`config.mk`:
```
export PLATFORM = sky130hd
export DESIGN_NAME = dual_mac
export DESIGN_NICKNAME = d
export VERILOG_FILES = /design/src/rtl/dmac_pkg.sv /design/src/rtl/dmac_prod.sv /design/src/rtl/dmac_trunc.sv /design/src/rtl/dmac_acc.sv /design/src/rtl/dual_mac.sv
export SDC_FILE = /design/constraint.sdc
export NUM_CORES = 2
export LEC_CHECK = 0
export BUFFER_PORTS_ARGS = -buffer_cell sky130_fd_sc_hd__buf_2
export CAP_MARGIN = 10
export CORE_ASPECT_RATIO = 1.75
export CORE_MARGIN = 5
export CORE_UTILIZATION = 40
export CTS_CLUSTER_SIZE = 12
export DETAILED_ROUTE_END_ITERATION = 8
export GPL_ROUTABILITY_DRIVEN = 0
export PLACE_DENSITY_LB_ADDON = 0.1
export SYNTH_ARGS = -nofsm -noshare
export SYNTH_HDL_FRONTEND = slang
export SYNTH_SLANG_ARGS = --single-unit
```
`constraint.sdc`:
```
create_clock -name clk -period 6.6 [get_ports clk]
set_input_delay 0.99 -clock clk [delete_from_list [all_inputs] [get_ports clk]]
set_output_delay 0.99 -clock clk [all_outputs]
set_load 0.005 [all_outputs]
```
`src/rtl/dmac_pkg.sv`:
```
package dmac_pkg;

  typedef enum logic [1:0] {
    ACC_LOAD = 2'b00,
    ACC_ADD  = 2'b01,
    ACC_SUB  = 2'b10,
    ACC_KEEP = 2'b11
  } acc_op_e;

endpackage

```
`src/rtl/dmac_prod.sv`:
```
// Product generator for one lane: signed fractional, signed integer or
// unsigned-by-signed, sign-extended to accumulator width.
module dmac_prod #(
  parameter int OP_W  = 16,
  parameter int ACC_W = 40
) (
  input  logic [OP_W-1:0]  opa,
  input  logic [OP_W-1:0]  opb,
  input  logic             int_mode,
  input  logic             mixed,
  output logic [ACC_W-1:0] prod
);

  localparam int PW   = 2 * OP_W;
  localparam int EXT  = ACC_W - PW;
  localparam int EXTM = ACC_W - PW - 1;

  logic [PW-1:0] sa, sb, ss_prod, frac_prod;
  logic [PW:0]   ua, ub, us_prod;
  logic          min_sq;

  assign sa      = {{OP_W{opa[OP_W-1]}}, opa};
  assign sb      = {{OP_W{opb[OP_W-1]}}, opb};
  assign ss_prod = sa * sb;

  assign ua      = {{(OP_W+1){1'b0}}, opa};
  assign ub      = {{(OP_W+1){opb[OP_W-1]}}, opb};
  assign us_prod = ua * ub;

  assign min_sq  = (opa == {1'b1, {(OP_W-1){1'b0}}}) &&
                   (opb == {1'b1, {(OP_W-1){1'b0}}});

  always_comb begin
    if (min_sq) begin
      frac_prod = {1'b0, {(PW-1){1'b1}}};
    end else begin
      frac_prod = {ss_prod[PW-2:0], 1'b0};
    end
  end

  always_comb begin
    if (mixed) begin
      prod = {{EXTM{us_prod[PW]}}, us_prod};
    end else if (int_mode) begin
      prod = {{EXT{ss_prod[PW-1]}}, ss_prod};
    end else begin
      prod = {{EXT{frac_prod[PW-1]}}, frac_prod};
    end
  end

endmodule

```
`src/rtl/dmac_trunc.sv`:
```
// Saturating truncation of an accumulator to its upper result half.
module dmac_trunc #(
  parameter int ACC_W  = 40,
  parameter int WORD_W = 32
) (
  input  logic [ACC_W-WORD_W/2-1:0] acc_hi,
  output logic [WORD_W/2-1:0]       half
);

  localparam int HW  = WORD_W / 2;
  localparam int TOP = ACC_W - HW - 1;
  localparam int SGN = WORD_W - 1 - HW;

  logic in_range;

  assign in_range = (&acc_hi[TOP:SGN]) | ~(|acc_hi[TOP:SGN]);

  always_comb begin
    if (in_range) begin
      half = acc_hi[HW-1:0];
    end else if (acc_hi[TOP]) begin
      half = {1'b1, {(HW-1){1'b0}}};
    end else begin
      half = {1'b0, {(HW-1){1'b1}}};
    end
  end

endmodule

```
`src/rtl/dmac_acc.sv`:
```
// One 40-bit accumulator with its op decode and result extraction.
module dmac_acc
  import dmac_pkg::*;
#(
  parameter int ACC_W  = 40,
  parameter int WORD_W = 32
) (
  input  logic                clk,
  input  logic                rst_n,
  input  logic                upd,
  input  acc_op_e             op,
  input  logic [ACC_W-1:0]    prod,
  output logic [WORD_W-1:0]   acc_word,
  output logic [WORD_W/2-1:0] trunc_half
);

  localparam int HW = WORD_W / 2;

  logic [ACC_W-1:0] acc_q, acc_nxt;

  always_comb begin
    acc_nxt = acc_q;
    if (upd) begin
      unique case (op)
        ACC_LOAD: acc_nxt = prod;
        ACC_ADD:  acc_nxt = acc_q + prod;
        ACC_SUB:  acc_nxt = acc_q - prod;
        default:  acc_nxt = acc_q;
      endcase
    end
  end

  always_ff @(posedge clk or negedge rst_n) begin
    if (!rst_n) begin
      acc_q <= '0;
    end else if (upd) begin
      acc_q <= acc_nxt;
    end
  end

  dmac_trunc #(.ACC_W(ACC_W), .WORD_W(WORD_W)) u_trunc (
    .acc_hi (acc_nxt[ACC_W-1:HW]),
    .half   (trunc_half)
  );

  assign acc_word = acc_q[WORD_W-1:0];


  acc_idle_chk: assert property (@(posedge clk) disable iff (!rst_n)
    !upd |=> acc_q == $past(acc_q));


  acc_keep_chk: assert property (@(posedge clk) disable iff (!rst_n)
    (upd && op == ACC_KEEP) |=> $stable(acc_q));


  acc_load_chk: assert property (@(posedge clk) disable iff (!rst_n)
    (upd && op == ACC_LOAD) |=> acc_q == $past(prod));

endmodule

```
`src/rtl/dual_mac.sv`:
```
module dual_mac
  import dmac_pkg::*;
#(
  parameter int WORD_W = 32,
  parameter int ACC_W  = 40
) (
  input  logic              clk,
  input  logic              rst_n,
  input  logic              cmd_valid,
  input  logic              cmd_int,
  input  logic [WORD_W-1:0] src_x,
  input  logic [WORD_W-1:0] src_y,
  input  logic [WORD_W-1:0] dst_in,
  input  logic              l0_en,
  input  logic [1:0]        l0_op,
  input  logic              l0_x_hi,
  input  logic              l0_y_hi,
  input  logic              l1_en,
  input  logic [1:0]        l1_op,
  input  logic              l1_x_hi,
  input  logic              l1_y_hi,
  input  logic              l1_mixed,
  input  logic              wr_en,
  output logic              res_valid,
  output logic [WORD_W-1:0] dst_out,
  output logic [WORD_W-1:0] acc0_word,
  output logic [WORD_W-1:0] acc1_word
);

  localparam int OP_W     = WORD_W / 2;
  localparam int NLANE    = 2;
  localparam int DST_LANE = 0;

  logic              ln_en  [NLANE];
  logic [1:0]        ln_op  [NLANE];
  logic              ln_xhi [NLANE];
  logic              ln_yhi [NLANE];
  logic              ln_mix [NLANE];
  logic [WORD_W-1:0] ln_word[NLANE];
  logic [OP_W-1:0]   ln_half[NLANE];

  assign ln_en[0]  = l0_en;
  assign ln_op[0]  = l0_op;
  assign ln_xhi[0] = l0_x_hi;
  assign ln_yhi[0] = l0_y_hi;
  assign ln_mix[0] = 1'b0;
  assign ln_en[1]  = l1_en;
  assign ln_op[1]  = l1_op;
  assign ln_xhi[1] = l1_x_hi;
  assign ln_yhi[1] = l1_y_hi;
  assign ln_mix[1] = l1_mixed;

  for (genvar i = 0; i < NLANE; i++) begin : g_lane
    logic [OP_W-1:0]  opa, opb;
    logic [ACC_W-1:0] prod;

    assign opa = ln_xhi[i] ? src_x[WORD_W-1:OP_W] : src_x[OP_W-1:0];
    assign opb = ln_yhi[i] ? src_y[WORD_W-1:OP_W] : src_y[OP_W-1:0];

    dmac_prod #(.OP_W(OP_W), .ACC_W(ACC_W)) u_prod (
      .opa      (opa),
      .opb      (opb),
      .int_mode (cmd_int),
      .mixed    (ln_mix[i]),
      .prod     (prod)
    );

    dmac_acc #(.ACC_W(ACC_W), .WORD_W(WORD_W)) u_acc (
      .clk        (clk),
      .rst_n      (rst_n),
      .upd        (cmd_valid & ln_en[i]),
      .op         (acc_op_e'(ln_op[i])),
      .prod       (prod),
      .acc_word   (ln_word[i]),
      .trunc_half (ln_half[i])
    );
  end

  logic [WORD_W-1:0] dst_nxt, dst_q;
  logic              vld_q;

  always_comb begin
    if (wr_en) begin
      dst_nxt = {dst_in[WORD_W-1:OP_W], ln_half[DST_LANE]};
    end else begin
      dst_nxt = dst_in;
    end
  end

  always_ff @(posedge clk or negedge rst_n) begin
    if (!rst_n) begin
      vld_q <= 1'b0;
    end else begin
      vld_q <= cmd_valid;
    end
  end

  always_ff @(posedge clk or negedge rst_n) begin
    if (!rst_n) begin
      dst_q <= '0;
    end else if (cmd_valid) begin
      dst_q <= dst_nxt;
    end
  end

  assign res_valid = vld_q;
  assign dst_out   = dst_q;
  assign acc0_word = ln_word[0];
  assign acc1_word = ln_word[1];


  res_strobe_chk: assert property (@(posedge clk) disable iff (!rst_n)
    cmd_valid |=> res_valid);


  idle_hold_chk: assert property (@(posedge clk) disable iff (!rst_n)
    !cmd_valid |=> (!res_valid && $stable(dst_out)));


  keep_upper_chk: assert property (@(posedge clk) disable iff (!rst_n)
    cmd_valid |=> dst_out[WORD_W-1:OP_W] == $past(dst_in[WORD_W-1:OP_W]));


  no_write_chk: assert property (@(posedge clk) disable iff (!rst_n)
    (cmd_valid && !wr_en) |=> dst_out == $past(dst_in));


  half_source_chk: assert property (@(posedge clk) disable iff (!rst_n)
    (cmd_valid && wr_en) |=>
      (dst_out[OP_W-1:0] == acc0_word[WORD_W-1:OP_W] ||
       dst_out[OP_W-1:0] == {1'b0, {(OP_W-1){1'b1}}} ||
       dst_out[OP_W-1:0] == {1'b1, {(OP_W-1){1'b0}}}));

endmodule

```
* Yosys cells after proc, flatten, opt, wreduce, memory -nomap -nowiden
Index checks and enable logic that the tools add are counted.
** Operators by class
- $mul :: 3
- Bitwise operators :: 4
- Add/subtract/negate cells :: 4
- Eq/ne operators :: 8
- Multiplexer cells :: 15
- Reductions and logical operators :: 10
** Operator list (count)
- one-hot mux 40 bit (3 select lines) :: 2
- two-way mux 40 bit :: 4
- two-way mux 16 bit :: 7
- adder 40 bit :: 2
- subtractor 40 bit :: 2
- equality test 16 bit, second input constant :: 4
- multiplier 16 x 16 -> 32 bit :: 2
- two-way mux 32 bit :: 2
- multiplier 17 x 16 -> 33 bit :: 1
- AND reduction 9 bit :: 1
- OR reduction 9 bit :: 1
- nonzero test 3 bit :: 2
- equality test 2 x 1 -> 1 bit, second input constant :: 2
- equality test 2 bit, second input constant :: 2
- logical NOT 2 bit :: 2
- AND reduction 2 bit :: 2
- bitwise AND 1 bit :: 2
- logical AND 1 bit :: 2
- inverter 1 bit :: 1
- bitwise OR 1 bit :: 1
** Word-level totals
- Register bits :: 113
- Output and inout bits :: 97
- Input bits :: 112
- Logic and storage cells :: 49

* Longest topological paths before layout
- Depth after elaboration :: 13
- Depth in mapped cells :: 48

* Cells and area by module
Synthesis repeated with hierarchy kept, for this count alone.
** Second synthesis, totals
- Cell total of the unflattened synthesis :: 4752
- Area total of the unflattened synthesis :: 40117.2 um2
** Modules (own cells, without submodules)
- dmac_prod at g_lane[1].u_prod :: cells each 1527, area each 13210.2 um2, instances 1, sequential area each 0.0 um2
- dmac_prod at g_lane[0].u_prod :: cells each 1489, area each 13031.2 um2, instances 1, sequential area each 0.0 um2
- dmac_acc :: cells each 735, area each 5507.8 um2, instances 2, sequential area each 1001.0 um2
- dual_mac :: cells each 180, area each 2232.1 um2, instances 1, sequential area each 825.8 um2
- dmac_trunc :: cells each 43, area each 314.1 um2, instances 2, sequential area each 0.0 um2

* Worst setup path after synthesis
No wires, ideal clock.
- Path kind :: input-to-reg
- Start point :: in l0_y_hi
- End point :: reg dst_q[12] (netlist: dst_out[12])
- Path buffers :: 6
- Cell stages on the path :: 43
- Arrival :: 11.053 ns
- Setup time :: 0.139 ns
- Path slack :: -4.593 ns
- Path through :: buf_6 > buf_6 > clkbuf_1 > mux2i_1 > nor2_1 > fa_1 > inv_1 > fa_1 > inv_1 > fa_1 > inv_1 > fa_1 > fa_1 > fa_1 > inv_1 > ha_1 > and4_1 > a21oi_1 > [7 not listed] > and3_4 > buf_6 > a21oi_1 > xor2_1 > ha_1 > and3_1 > and3_1 > a22oi_1 > nand3_1 > a41oi_1 > o21ai_0 > xor2_1 > a21oi_1 > nor2_1 > or3_2 > o22ai_4 > buf_6 > a311oi_2
** Between the ends
- Cells in the longest elaborated chain, start to end :: 13
** RTL lines
- start: declaration :: line dual_mac.sv:17 : input logic l0_y_hi,
- two-way mux 16 bit (*) :: line dual_mac.sv:58 : assign opb = ln_yhi[i] ? src_y[WORD_W-1:OP_W] : src_y[OP_W-1:0];
- branches (longest 3 deep; another with multiplier 16 x 16 -> 32 bit)
- two-way mux 40 bit (*) :: line dmac_prod.sv:44 : end else if (int_mode) begin
- subtractor 40 bit / adder 40 bit (equally long branches) :: line dmac_acc.sv:27, dmac_acc.sv:26
- one-hot mux 40 bit (3 select lines) (*) :: line dmac_acc.sv:24 : unique case (op)
- two-way mux 40 bit (*) :: line dmac_acc.sv:23 : if (upd) begin
- OR reduction 9 bit :: line dmac_trunc.sv:16 : assign in_range = (&acc_hi[TOP:SGN]) | ~(|acc_hi[TOP:SGN]);
- inverter 1 bit :: line dmac_trunc.sv:16
- bitwise OR 1 bit :: line dmac_trunc.sv:16
- two-way mux 16 bit (*) :: line dmac_trunc.sv:19 : if (in_range) begin
- two-way mux 16 bit (*) :: line dual_mac.sv:83 : if (wr_en) begin
- end signal: assignment :: line dual_mac.sv:102 : dst_q <= dst_nxt;
- end: declaration :: line dual_mac.sv:79 : logic [WORD_W-1:0] dst_nxt, dst_q;
Every way passes the cells marked *.
A chain may end at the register's enable or synchronous reset.

* Worst setup path in the final report
- Start point :: in l0_y_hi
- End point :: reg dst_q[14] (netlist: dst_out[14])
The elaborated chain is that of the path after synthesis.

==> results.py <==
metrics = {
    "run_status": {
        "status": "complete, but fails checks",
        "violations": "negative setup slack",
    },
    "worst_hold_path": {
        "hold_depth": 1,
        "holdPathEnd": "dst_out[16]$_DFFE_PN0P_",
        "hold_path_startpoint": "dst_out[16]$_DFFE_PN0P_",
        "holdCritPathClass": "flop to flop",
    },
    "finish": {
        "n_fill_cell": 7859,
        "syn_to_final_growth_pct": 42.9,
        "layout_commonest_cell": "buf_4",
        "num-nets-final": 6255,
        "utilization": 0.577,
        "drive_above_1_share": 0.384,
        "final_cells": 6443,
        "layout_common_cells": "buf_4, inv_1, fa_1",
    },
    "route": {
        "wl_per_cell_um": 20.9,
        "dr.pass1.iters": 5,
        "maxUsedRoutingLayer": "met4",
        "drc": 0,
        "vias": 33772,
        "drt-initial-drc-count": 1428,
        "m1WireLength_um": 42200,
        "met2_length_um": 72900,
        "drt_wl_total_um": 135000,
        "ant_nets": 0,
        "vias_per_cell": 5.24,
        "wl_met3_um": 4940,
    },
    "synthesis": {
        "synth_enable_flop_cells": 0,
        "synthArstFlopShare": 1.00,
        "synthFlopType": "dfrtp_1",
        "ys_types": 114,
        "syn-num-nets": 5035,
        "synthesis.area_um2": 34600,
        "yosysSeqAreaShare": 0.0758,
        "ys_ff_latch": 105,
        "synthCells": 4063,
        "avgSynthCellArea_um2": 8.53,
        "synth.yosys.warnings": 0,
    },
    "clocking": {
        "clk_latency_ps": 410,
        "cts_tree": "done",
        "htree_levels": 3,
        "cts-hold-fix-buffers": 0,
        "cts_buffer_depth": 2,
        "clock_sinks": 105,
        "cts.reportedPaths.clkPinSlew_ps": 90,
        "cts_root_buffer": "clkbuf_16",
        "numCtsBuffers": 9,
    },
    "job": {
        "maxCapViolCount": 0,
    },
    "global_routing": {
        "grt_remaining_overflow": 0,
        "grt_pass1_wl_um": 208000,
        "grtUsageTotal": 0.292,
        "grt_antenna_before_repair": 3,
        "grt_pass1_vias": 38045,
        "grt_max_degree": 70,
    },
    "die": {
        "rows": 142,
        "start_util": 0.404,
        "die_y_um": 399,
        "dieArea_um2": 92800,
        "ioPinCount": 209,
        "core-area_um2": 85800,
        "die_w_um": 232,
    },
    "timing": {
        "grt_setup_unrepaired": "true",
        "final-setup-viol-count": 72,
        "period_share": 1.55,
        "drv_slew": 0,
        "max_slew.worst_pin.slew_ps": 1210,
        "fin_ws_ps": -3630,
        "hold_viol_final": 0,
        "finalCriticalPeriod_ps": 10230,
        "fmaxAchievable_ghz": 0.0977,
        "clock_skew_ps": 18.3,
        "slew_headroom": 0.191,
    },
    "setup_path": {
        "worst-endpoint-required_ps": 6890,
        "slowest_stage": "fa_1",
        "criticalPathCategory": "input pin to flop",
        "start_kind": "input pin",
        "r2r_cells": 19,
        "endpoint_kind": "flop",
        "crit_top_cell": "fa_1",
        "r2r_slack_ps": 2590,
        "path_max_fanout": 7,
        "slowest_delay_ps": 590,
        "r2r_start": "g_lane[0].u_acc.acc_q[0]$_DFFE_PN0P_",
        "rr_endpoint": "dst_out[14]$_DFFE_PN0P_",
        "cp.arrival_ps": 10520,
    },
    "place": {
        "pre_cts_slack_ps": -4330,
        "hpwl_um": 116000,
        "io_buffers": 208,
        "place_inst": 6289,
    },
}
## synth_stat cells, drive strengths merged, types with 22 or more instances
cell type  instances  share of area
nor4              22         0.0044
ha               296           0.11
xnor2            125          0.032
nand2            444          0.048
o21a              38         0.0082
o22ai             33         0.0065
nor3              52         0.0075
nand2b            31         0.0057
a21oi            187          0.027
fa               564           0.33
buf               55          0.011
nand3             36         0.0053
mux2              85          0.028
inv              696          0.075
o21ai            149          0.022
dfrtp            105          0.076
a31oi             32         0.0058
a22oi             24         0.0052
xor2              73          0.018
nor2             430          0.047
a21o              67          0.015
clkbuf           107          0.016
mux2i             71          0.021
## repair_timing
action | 4_1_cts | 5_1_grt
gates cloned | 6 | 1
endpoints found under the setup margin | 74 | 75
pin swaps | 151 | 209
buffers inserted | 67 | 74
gates resized for setup | 280 | 292
## logic make-up after synthesis
logic type / synth area share
muxes: 0.0488
xor gates and xnor gates: 0.0501
AOI/OAI and AO/OA: 0.141
adders and majority gates: 0.433
buffers and inverters: 0.103
DFF: 0.0758
and+or+nand+nor: 0.149
## layer usage
metal | GRT usage | vias to the layer above
li1 | - | 15664
met1 | 0.271 | 16690
met2 | 0.561 | 902
met3 | 0.0340 | 516
met4 | 0.240 | 0
met5 | 0 | -
## worst max-delay path, delay by kind of cell
| kind | cells | cell delay, ps |
|---|---|---|
| XOR/XNOR | 2 | 440 |
| buffers and inverters | 11 | 1300 |
| AND/OR/NAND/NOR | 11 | 1430 |
| AO/OA/AOI/OAI | 13 | 2470 |
| adder cells (fa/ha/maj) | 8 | 3630 |
| multiplexers | 1 | 260 |
## through the flow
step	setup TNS (ps)	hold WS [ps]	instance area, um2
finish	-167400	506	49500
global route	-188390	525	49500
CTS	-161500	511	47800
detailed placement	-213420	490	45600
global placement	-210240	483	45600
floorplan	-146100	476	36400
## flip-flops by register name, indices dropped and copies added (netlist names)
register / flops
g_lane.u_acc.acc_q: 72
dst_out: 32
res_valid: 1
## area by class of cell
class | count | area (um2) | area share
antenna | 3 | 7.51 | 0.000152
clock buffer | 9 | 225 | 0.00455
clock inverter | 7 | 88.8 | 0.00179
inverter | 697 | 2620 | 0.0530
multi-input combinational | 3099 | 31600 | 0.639
sequential | 105 | 2630 | 0.0531
tap | 1152 | 1440 | 0.0291
timing repair buffer | 1371 | 10800 | 0.219
## worst max-delay path by stage
stage	start	endpoint	slack, ps	cells after the start
after global routing	l0_x_hi	dst_out[9]$_DFFE_PN0P_	-3920	47
after global placement	l0_y_hi	dst_out[13]$_DFFE_PN0P_	-4200	38
final	l0_y_hi	dst_out[14]$_DFFE_PN0P_	-3630	46
after floorplan	l0_x_hi	dst_out[12]$_DFFE_PN0P_	-3550	41
after detailed placement	l0_x_hi	dst_out[12]$_DFFE_PN0P_	-4330	40
after CTS	l0_y_hi	dst_out[5]$_DFFE_PN0P_	-3550	44
Power is left out: the tool's default activity adds up to more than one toggle a clock period on the data nets, which glitch-free logic cannot reach.
